==> config.mk <==
export PLATFORM = sky130hd
export DESIGN_NAME = irq_flag_unit
export DESIGN_NICKNAME = d
export VERILOG_FILES = /design/src/rtl/irq_flag_unit.sv
export SDC_FILE = /design/constraint.sdc
export NUM_CORES = 1
export LEC_CHECK = 0
export ABC_AREA = 1
export BUFFER_PORTS_ARGS = -buffer_cell sky130_fd_sc_hd__buf_4
export CAP_MARGIN = 20
export CORE_AREA = 2 2 54 56
export CTS_BUF_LIST = sky130_fd_sc_hd__clkbuf_8
export DETAILED_ROUTE_END_ITERATION = 8
export DIE_AREA = 0 0 56 58
export GPL_TIMING_DRIVEN = 1
export PLACE_DENSITY = 0.5
export RECOVER_POWER = 50
export SYNTH_ARGS = -nofsm -noshare
export SYNTH_HDL_FRONTEND = slang
export SYNTH_SLANG_ARGS = --single-unit
export TNS_END_PERCENT = 10
==> constraint.sdc <==
create_clock -name clk -period 1.9 [get_ports clk]
set_input_delay 0 -clock clk [delete_from_list [all_inputs] [get_ports clk]]
set_output_delay 0 -clock clk [all_outputs]
set_load 0.05 [all_outputs]
==> src/rtl/irq_flag_unit.sv <==
module irq_flag_unit #(
  parameter int AW = 3
) (
  input  logic          clk,
  input  logic          rst_n,
  input  logic          ev_periodic,
  input  logic          ev_alarm,
  input  logic          ev_update,
  input  logic          ev_ramclr,
  input  logic          ev_wake,
  input  logic          ev_kick,
  input  logic          vrt_in,
  input  logic [AW-1:0] bus_addr,
  input  logic          bus_wr,
  input  logic          bus_rd,
  input  logic [7:0]    bus_wdata,
  output logic [7:0]    bus_rdata,
  output logic          irq_n
);
  localparam logic [AW-1:0] A_EN   = AW'(0);
  localparam logic [AW-1:0] A_FLG  = AW'(1);
  localparam logic [AW-1:0] A_STS  = AW'(2);
  localparam logic [AW-1:0] A_XFLG = AW'(3);
  localparam logic [AW-1:0] A_XEN  = AW'(4);

  logic [2:0] c_flags, c_en, x_flags, x_en;
  logic       summary;
  logic       unused_wbits;

  wire rd_c  = bus_rd && (bus_addr == A_FLG);
  wire wr_x  = bus_wr && (bus_addr == A_XFLG);
  wire [2:0] c_ev = {ev_periodic, ev_alarm, ev_update};
  wire [2:0] x_ev = {ev_ramclr, ev_wake, ev_kick};

  always_ff @(posedge clk or negedge rst_n) begin
    if (!rst_n) begin
      c_flags <= '0;
      x_flags <= '0;
      c_en    <= '0;
      x_en    <= '0;
    end else begin
      c_flags <= (rd_c ? 3'b000 : c_flags) | c_ev;
      x_flags <= (wr_x ? (x_flags & bus_wdata[2:0]) : x_flags) | x_ev;
      if (bus_wr && bus_addr == A_EN)  c_en <= bus_wdata[6:4];
      if (bus_wr && bus_addr == A_XEN) x_en <= bus_wdata[2:0];
    end
  end

  assign summary = (|(c_flags & c_en)) | (|(x_flags & x_en));
  assign irq_n   = ~summary;

  always_comb begin
    unique case (bus_addr)
      A_EN:    bus_rdata = {1'b0, c_en, 4'b0000};
      A_FLG:   bus_rdata = {summary, c_flags, 4'b0000};
      A_STS:   bus_rdata = {vrt_in, 7'b0000000};
      A_XFLG:  bus_rdata = {5'b00000, x_flags};
      A_XEN:   bus_rdata = {5'b00000, x_en};
      default: bus_rdata = 8'h00;
    endcase
  end

  assign unused_wbits = ^{bus_wdata[7], bus_wdata[3]};
endmodule

==> metrics, run 1 <==
status completed; post-detailed-placement half-perimeter wirelength 1350 um; critical path's top delay family simple AND/OR/NAND/NOR gates; Hold Crit Start bus_wdata[1]; Setup crit start kind flip-flop; nets@finish 169; Residual DRC 0; worst stage delay on the critical path 0.41 ns; Hold WC Path Type input port to flip-flop; number of global-route vias before repair 731; Inserted Diodes 0; clock buffer count from CTS 3; gpl congestion 0.718; clk_lat worst skew 0.24 ns; DIE AREA 3250 um^2; worst r2r src x_flags[0]; CTS Sinks 12; Core Util, Final 42.7%; crit-path cells nand2_1, nand2_1, nor2_1, nand2_1, nand2_1, nand2_1, buf_4; CP Capture Type primary output; clock-pin slew on the worst setup and hold paths 0.05 ns; Pins Over Slew Limit 0; # IOs 31; Yosys warning count 0; kind of critical path flip-flop to primary output; share of the synthesized area in the top cell type 39.8%; first-pass GRT wire length 3000 um; cell mode on critical path nand2_1; Yosys cell types 19; Hold Path Stages 3; port buffer count 27; post-synthesis sequential area ratio 39.8%; setup bufs post-CTS 0; Seq cells post-synth 12; setup violators final 0; area growth from synthesis to layout 50.6%; CTS tree built; Async S/R FF share, synth 100%; RSZ-0062 raised after global routing false; Tmin final 1.28 ns; Tot Pwr 817 uW; Post-synth EDFFs 0; Worst EP required 1.90 ns; max-cap violations 0; Mapped Cells 106; Mapped Area 754 um^2; largest net degree at the start of global routing 13; Clock Skew 0 ns; initial core utilization 28.3%; R2R depth 4; drt initial violations 17; Leak 0.000671 uW; R2R Setup Slk 1.15 ns; Peak VDD IR 578 uV; Max Clock Freq 783 MHz; Tcrit/Tclk final 67.2%; Die Y 58 um; H-tree depth 1; gr usage total 11.6%; Hold EP x_en[1]; core footprint 2660 um^2; root buffer selected by CTS clkbuf_8; syn nets 128; drt total wl 1710 um; Die W 56 um; initial antenna violation count 0; Power Density 719 nW/um^2; Setup TNS 0 ns; Max FO, Critical Path 4; post-DR vias/cell 4.21; layout cells sized above 1 30.1%; Area contributors post-synth dfrtp_1, nand2_1, inv_1; slowest CP cell dfrtp_1; final worst setup slack 0.623 ns; FF-to-FF End x_flags[0]; area leader, netlist dfrtp_1; CTS Buffer Depth 2; Post-DRT Antenna Nets 0; Worst-Margin Slew 0.671 ns; pre-CTS setup slack 0.886 ns; vias 746; Wirelength per Cell 9.67 um; Worst EP arrival 1.28 ns; normalized max-slew margin 55.3%; top_reg_cell synth dfrtp_1; Cell Rows 19; Avg Inst Size Synth 7.12 um^2; grt total ovfl 0; Filler Cells Inserted 269; Buf+Inv Stages, Crit Path 1; final hold vios 0; DR pass1 iterations 4
-- report_power, final --
group | internal, uW | leakage (uW) | switching (uW) | total (uW)
Clock | 183 | 0.0000288 | 96.0 | 279
Combinational | 93.0 | 0.000512 | 139 | 232
Sequential | 284 | 0.000130 | 21.8 | 306
Total | 561 | 0.000671 | 257 | 817
-- cell usage in the layout (no fill, tap or decap), types with 4 or more instances in the layout --
cell type,n
buf_4,24
clkbuf_8,4
inv_1,15
dlygate4sd3_1,11
dfrtp_1,12
nand3_1,9
nand2_1,44
-- worst max-delay path by stage --
stage,startpoint,endpoint,slack [ns],cells after the start
2_1_floorplan,c_flags[0],bus_rdata[4],0.43,2
3_3_place_gp,x_flags[1],bus_rdata[7],0.90,7
3_5_place_dp,x_flags[0],bus_rdata[7],0.89,7
4_1_cts,x_flags[0],bus_rdata[7],0.62,7
5_1_grt,x_flags[1],bus_rdata[7],0.55,7
6_report,x_flags[0],bus_rdata[7],0.62,7
-- sequential cells by signal (all words and copies together) (netlist names) --
register / count
c_flags: 3
x_flags: 3
x_en: 3
c_en: 3
-- logic make-up after synthesis --
group / Yosys count / synth area share [%]
other: 1 / 0.497
buffers and inverters: 21 / 12.6
AOI/OAI and AO/OA: 6 / 4.97
DFF: 12 / 39.8
and+or+nand+nor: 66 / 42.1
-- synth_stat cells, types with 2 or more instances --
library cell,number
nand2_1,44
o21ai_0,3
nor2_2,2
inv_2,3
nor2_1,2
nand3_1,9
nand3_2,2
o21bai_1,3
nand2_2,3
dfrtp_1,12
inv_1,15
-- area by class of cell --
cell class	instances	area, um^2	share of cell area [%]
Multi-Input combinational cell	73	359	31.6
Tap cell	31	38.8	3.41
Inverter	19	73.8	6.50
Timing Repair Buffer	38	309	27.2
Clock buffer	4	55.1	4.85
Sequential cell	12	300	26.4
-- metal layers --
layer / global-route usage [%] / vias up / share of wire, %
met1: 14.1 / 324 / 47
met2: 20.3 / 25 / 45
met3: 4.46 / 0 / 7.6
li1: - / 397 / -
met5: 0 / - / 0
met4: 1.02 / 0 / 0
-- repair_timing --
action / in CTS / in global routing
hold endpoints to repair: 22 / 0
hold buffers: 11 / 0
gates resized for setup: 0 / 0
-- worst register-to-register path: stages, from the launching register on --
cell	delay, ns
dfrtp_1	0.41
nand2_1	0.07
inv_1	0.03
nand2_1	0.05
nand3_1	0.07
-- through the flow --
stage | instance area, um^2 | hold slack, ns | instances
finish | 1140 | 0.00401 | 177
global route | 1140 | 0.0238 | 177
CTS | 1140 | 0.00164 | 177
detailed placement | 975 | -0.148 | 162
global placement | 975 | -0.147 | 162
floorplan | 754 | -0.296 | 106
No activity file was read; power rests on OpenSTA's default activity.
==> inputs of run 2 (changes only) <==
clock period = 1.2 ns   (was 1.9 ns; I/O delays follow)
==> run 2 against run 1 <==
  * The flow now finishes with violations (negative setup slack)
  * Final cell count stayed put
  * Utilization grew 0.28 points
  * Sequential power increased by 58%
  * Critical path type unchanged
  * Largest cell class unchanged
  * Largest power group unchanged
==> metrics, run 2 (synthesized netlist as in run 1, its figures left out) <==
status finished with violations; violated checks negative setup slack; most frequent cells in the layout nand2_1, buf_4, inv_1; Hold EP c_en[1]; CTS Buffer Depth 2; Peak VDD IR 725 uV; gr usage total 12.1%; vias 744; largest net degree at the start of global routing 13; Finished Layout Cells 177; Tmin final 1.23 ns; RSZ-0062 raised after global routing true; Hold Path Stages 3; Wirelength per Cell 10.2 um; root buffer selected by CTS clkbuf_8; Pins Over Slew Limit 0; Inserted Diodes 0; metal2 WL 862 um; Post-Route M1 WL 817 um; final hold vios 0; Clock Skew 0 ns; Core Util, Final 43.0%; Worst Hold Margin 0.00295 ns; setup bufs post-CTS 0; number of global-route vias before repair 730; Max FO, Critical Path 4; Setup TNS -0.0325 ns; initial antenna violation count 0; clock-pin slew on the worst setup and hold paths 0.06 ns; R2R Setup Slk 0.46 ns; # IOs 31; CTS tree built; drt initial violations 20; Setup crit start kind flip-flop; final worst setup slack -0.0325 ns; post-detailed-placement half-perimeter wirelength 1330 um; drt total wl 1800 um; Die W 56 um; Max Clock Freq 811 MHz; CP Capture Type primary output; first-pass GRT wire length 3110 um; worst r2r src x_flags[2]; area occupied by multi-input gates 359 um^2; nets@finish 169; post-DR vias/cell 4.20; Worst EP arrival 1.23 ns; Worst-Margin Slew 0.710 ns; met3 wire length 118 um; Hold Crit Start bus_wdata[5]; Filler Cells Inserted 279; FF-to-FF End x_flags[2]; Post-DRT Antenna Nets 0; normalized max-slew margin 52.7%; CTS Sinks 12; max-cap violations 0; area growth from synthesis to layout 51.6%; Tcrit/Tclk final 103%; initial core utilization 28.3%; placed insts 162; pre-CTS setup slack 0.195 ns; Top Metal Used met3; DR pass1 iterations 4; setup violators final 1; H-tree depth 1; grt total ovfl 0; clk_lat worst skew 0.24 ns; clock buffer count from CTS 3; core footprint 2660 um^2; kind of critical path flip-flop to primary output; FF/Latch Area 300 um^2; Hold WC Path Type input port to flip-flop; DIE AREA 3250 um^2; layout cells sized above 1 30.1%; Die Y 58 um; Worst EP required 1.20 ns; Power Density 1150 nW/um^2; commonest non-fill, non-tap cell in the layout nand2_1; gpl congestion 0.741; Leak 0.000673 uW; R2R depth 4; port buffer count 27; Residual DRC 0; Cell Rows 19
run 2: stage by stage:
stage | power (uW) | area (um^2)
after global routing | 1390 | 1140
after global placement | 832 | 975
final | 1310 | 1140
after CTS | 1330 | 1150
after detailed placement | 835 | 975
after floorplan | 715 | 754
run 2: worst max path at each step:
stage	start	endpoint	depth (start not counted)
3_3_place_gp	x_flags[0]	bus_rdata[7]	7
3_5_place_dp	x_flags[0]	bus_rdata[7]	7
4_1_cts	x_flags[0]	bus_rdata[7]	7
2_1_floorplan	c_flags[1]	bus_rdata[5]	2
6_report	x_flags[0]	bus_rdata[7]	7
5_1_grt	x_flags[0]	bus_rdata[7]	7
run 2: layout make-up:
cell class | instances | share of cell area [%]
multi-input cells | 73 | 31.4
repair buffers | 38 | 27.7
flip-flops and latches | 12 | 26.3
inverters | 19 | 6.46
clock buffers | 4 | 4.81
well taps | 31 | 3.39
run 2: critical path, cell delays in order, from the launching register on:
cell and delay (ns):
dfrtp_1 0.40, nand2_1 0.08, nand2_1 0.05, nor2_1 0.10, nand2_1 0.08, nand2_1 0.07
nand2_1 0.06, buf_6 0.15
run 2: repair_timing:
action / in CTS / in global routing
hold buffers: 11 / 0
endpoints found under the hold margin: 22 / 0
endpoints found under the setup margin: 2 / 2
resized for setup: 2 / 0
pin swaps: 0 / 0
run 2: per-layer routing:
metal | track usage, % | vias up
met4 | 2.04 | 0
met1 | 15.5 | 322
met2 | 20.5 | 26
met5 | 0 | -
li1 | - | 396
met3 | 4.02 | 0
run 2: report_power, final:
part           internal (uW)  switching, uW  total (uW)
registers                450           33.3         483
logic                    153            221         375
clock network            290            161         451
total                    894            416        1310
==> inputs of run 3 (changes only) <==
CORE_AREA = 2 2 46 65   (was 2 2 54 56)
DIE_AREA = 0 0 48 67   (was 0 0 56 58)
==> run 3 against run 2 <==
  * The flow now finishes without violations
  * Utilization rose by 2.6 points
  * Final cell count up 6.2%
  * Sequential power is essentially flat
  * Clock power fell by 18%
  * Sequential share of layout area down 1.0 points
  * Non-clock buffer count grew 7
  * Die area down 0.99%
  * Routed wire length grew 2.4%
==> metrics, run 3 (synthesized netlist as in run 1, its figures left out) <==
status completed; most frequent cells in the layout nand2_1, buf_4, inv_1; setup violators final 0; Wirelength per Cell 9.79 um; Pins Over Slew Limit 0; H-tree depth 1; Worst Hold Margin 0.00769 ns; Tmin final 1.18 ns; RSZ-0062 raised after global routing true; clk_lat worst skew 0.24 ns; Clock Skew 0 ns; FF/Latch Area 300 um^2; number of global-route vias before repair 737; drt initial violations 17; Inserted Diodes 0; gr usage total 12.7%; post-route cell area 1190 um^2; grt met2 use 23.0%; grt met3 use 2.44%; largest net degree at the start of global routing 13; grt total ovfl 0; slowest CP cell dfrtp_1; pre-CTS setup slack 0.226 ns; CTS Buffer Depth 2; Max Clock Freq 849 MHz; initial core utilization 28.9%; worst stage delay on the critical path 0.37 ns; CTS Sinks 12; first-pass GRT wire length 2850 um; core footprint 2620 um^2; Worst-Margin Slew 0.689 ns; clock-pin slew on the worst setup and hold paths 0.05 ns; CP Capture Type primary output; Hold WC Path Type input port to flip-flop; Setup crit start kind flip-flop; final hold vios 0; Hold Path Stages 3; kind of critical path flip-flop to primary output; Leak 0.000698 uW; clock buffer count from CTS 3; Residual DRC 0; # IOs 31; Die Y 67 um; DR pass1 iterations 3; Hold Crit Start bus_wdata[2]; gpl congestion 0.699; area growth from synthesis to layout 57.9%; R2R Setup Slk 0.37 ns; Post-DRT Antenna Nets 0; layout cells sized above 1 32.2%; Cell Rows 22; met1 usage 12.3%; root buffer selected by CTS clkbuf_8; vias 765; port buffer count 27; drt total wl 1840 um; cell mode on critical path nand2_1; Power Density 1070 nW/um^2; Worst EP arrival 1.18 ns; Hold EP x_en[2]; DIE AREA 3220 um^2; Core Util, Final 45.6%; CTS tree built; Worst EP required 1.20 ns; placed cell areas 981 um^2; max-cap violations 0; final worst setup slack 0.0227 ns; Tcrit/Tclk final 98.1%; Die W 48 um; R2R depth 5; nets@finish 176; Tot Pwr 1270 uW; busiest grt layer met2; initial antenna violation count 0; crit-path cells nand2_1, nand2_1, nor2_1, nand2_1, nand2_1, nand2_1, buf_6; post-detailed-placement half-perimeter wirelength 1350 um; Max FO, Critical Path 2; FF-to-FF End x_flags[1]; commonest non-fill, non-tap cell in the layout nand2_1; normalized max-slew margin 54.1%; area occupied by multi-input gates 359 um^2; Peak VDD IR 643 uV; worst r2r src x_flags[1]; Filler Cells Inserted 265; post-DR vias/cell 4.07
-- run 3: cell count changes in the layout (fill, tap and decap cells not counted), sizes merged --
| cell | delta |
|---|---|
| buf | +6 |
| clkbuf | -1 |
| dlygate4sd3 | +1 |
-- run 3: cell type report --
class,instances,area share (%)
well taps,36,3.78
repair buffers,45,31.2
flip-flops and latches,12,25.2
multi-input cells,73,30.1
clock buffers,3,3.47
inverters,19,6.20
-- run 3: worst max-delay path by stage --
stage,cells after the start,start,endpoint
floorplan,2,c_flags[1],bus_rdata[5]
global placement,7,x_flags[1],bus_rdata[7]
detailed placement,7,x_flags[1],bus_rdata[7]
CTS,7,x_en[1],bus_rdata[7]
global route,7,c_en[1],bus_rdata[7]
finish,7,x_en[1],bus_rdata[7]
-- run 3: critical path: cells and delay by family, from the launching register on --
family                 cells  cell delay [ns]
and+or+nand+nor            6             0.41
DFF                        1             0.37
buffers and inverters      1             0.15
-- run 3: through the flow --
stage,instances,setup TNS [ns]
after detailed placement,167,0
after global routing,188,-0.151
after CTS,186,-0.00154
after floorplan,106,-0.531
after global placement,167,0
final,188,0
-- run 3: power breakdown --
group	internal (uW)	switching (uW)
logic	188	232
registers	450	29.5
clock network	221	150
total	860	412
-- run 3: layer usage --
metal,wire [um],share of wire (%),vias up
met2,927,50,23
met5,0,0,-
met4,34,1.8,0
met3,70,3.8,4
li1,-,-,407
met1,810,44,331
-- run 3: what timing repair did --
item	in CTS	in global routing
hold endpoints to repair	23	0
gates resized for setup	1	1
setup endpoints to repair	1	2
pin swaps	3	3
setup buffers	4	2
hold buffers	12	0
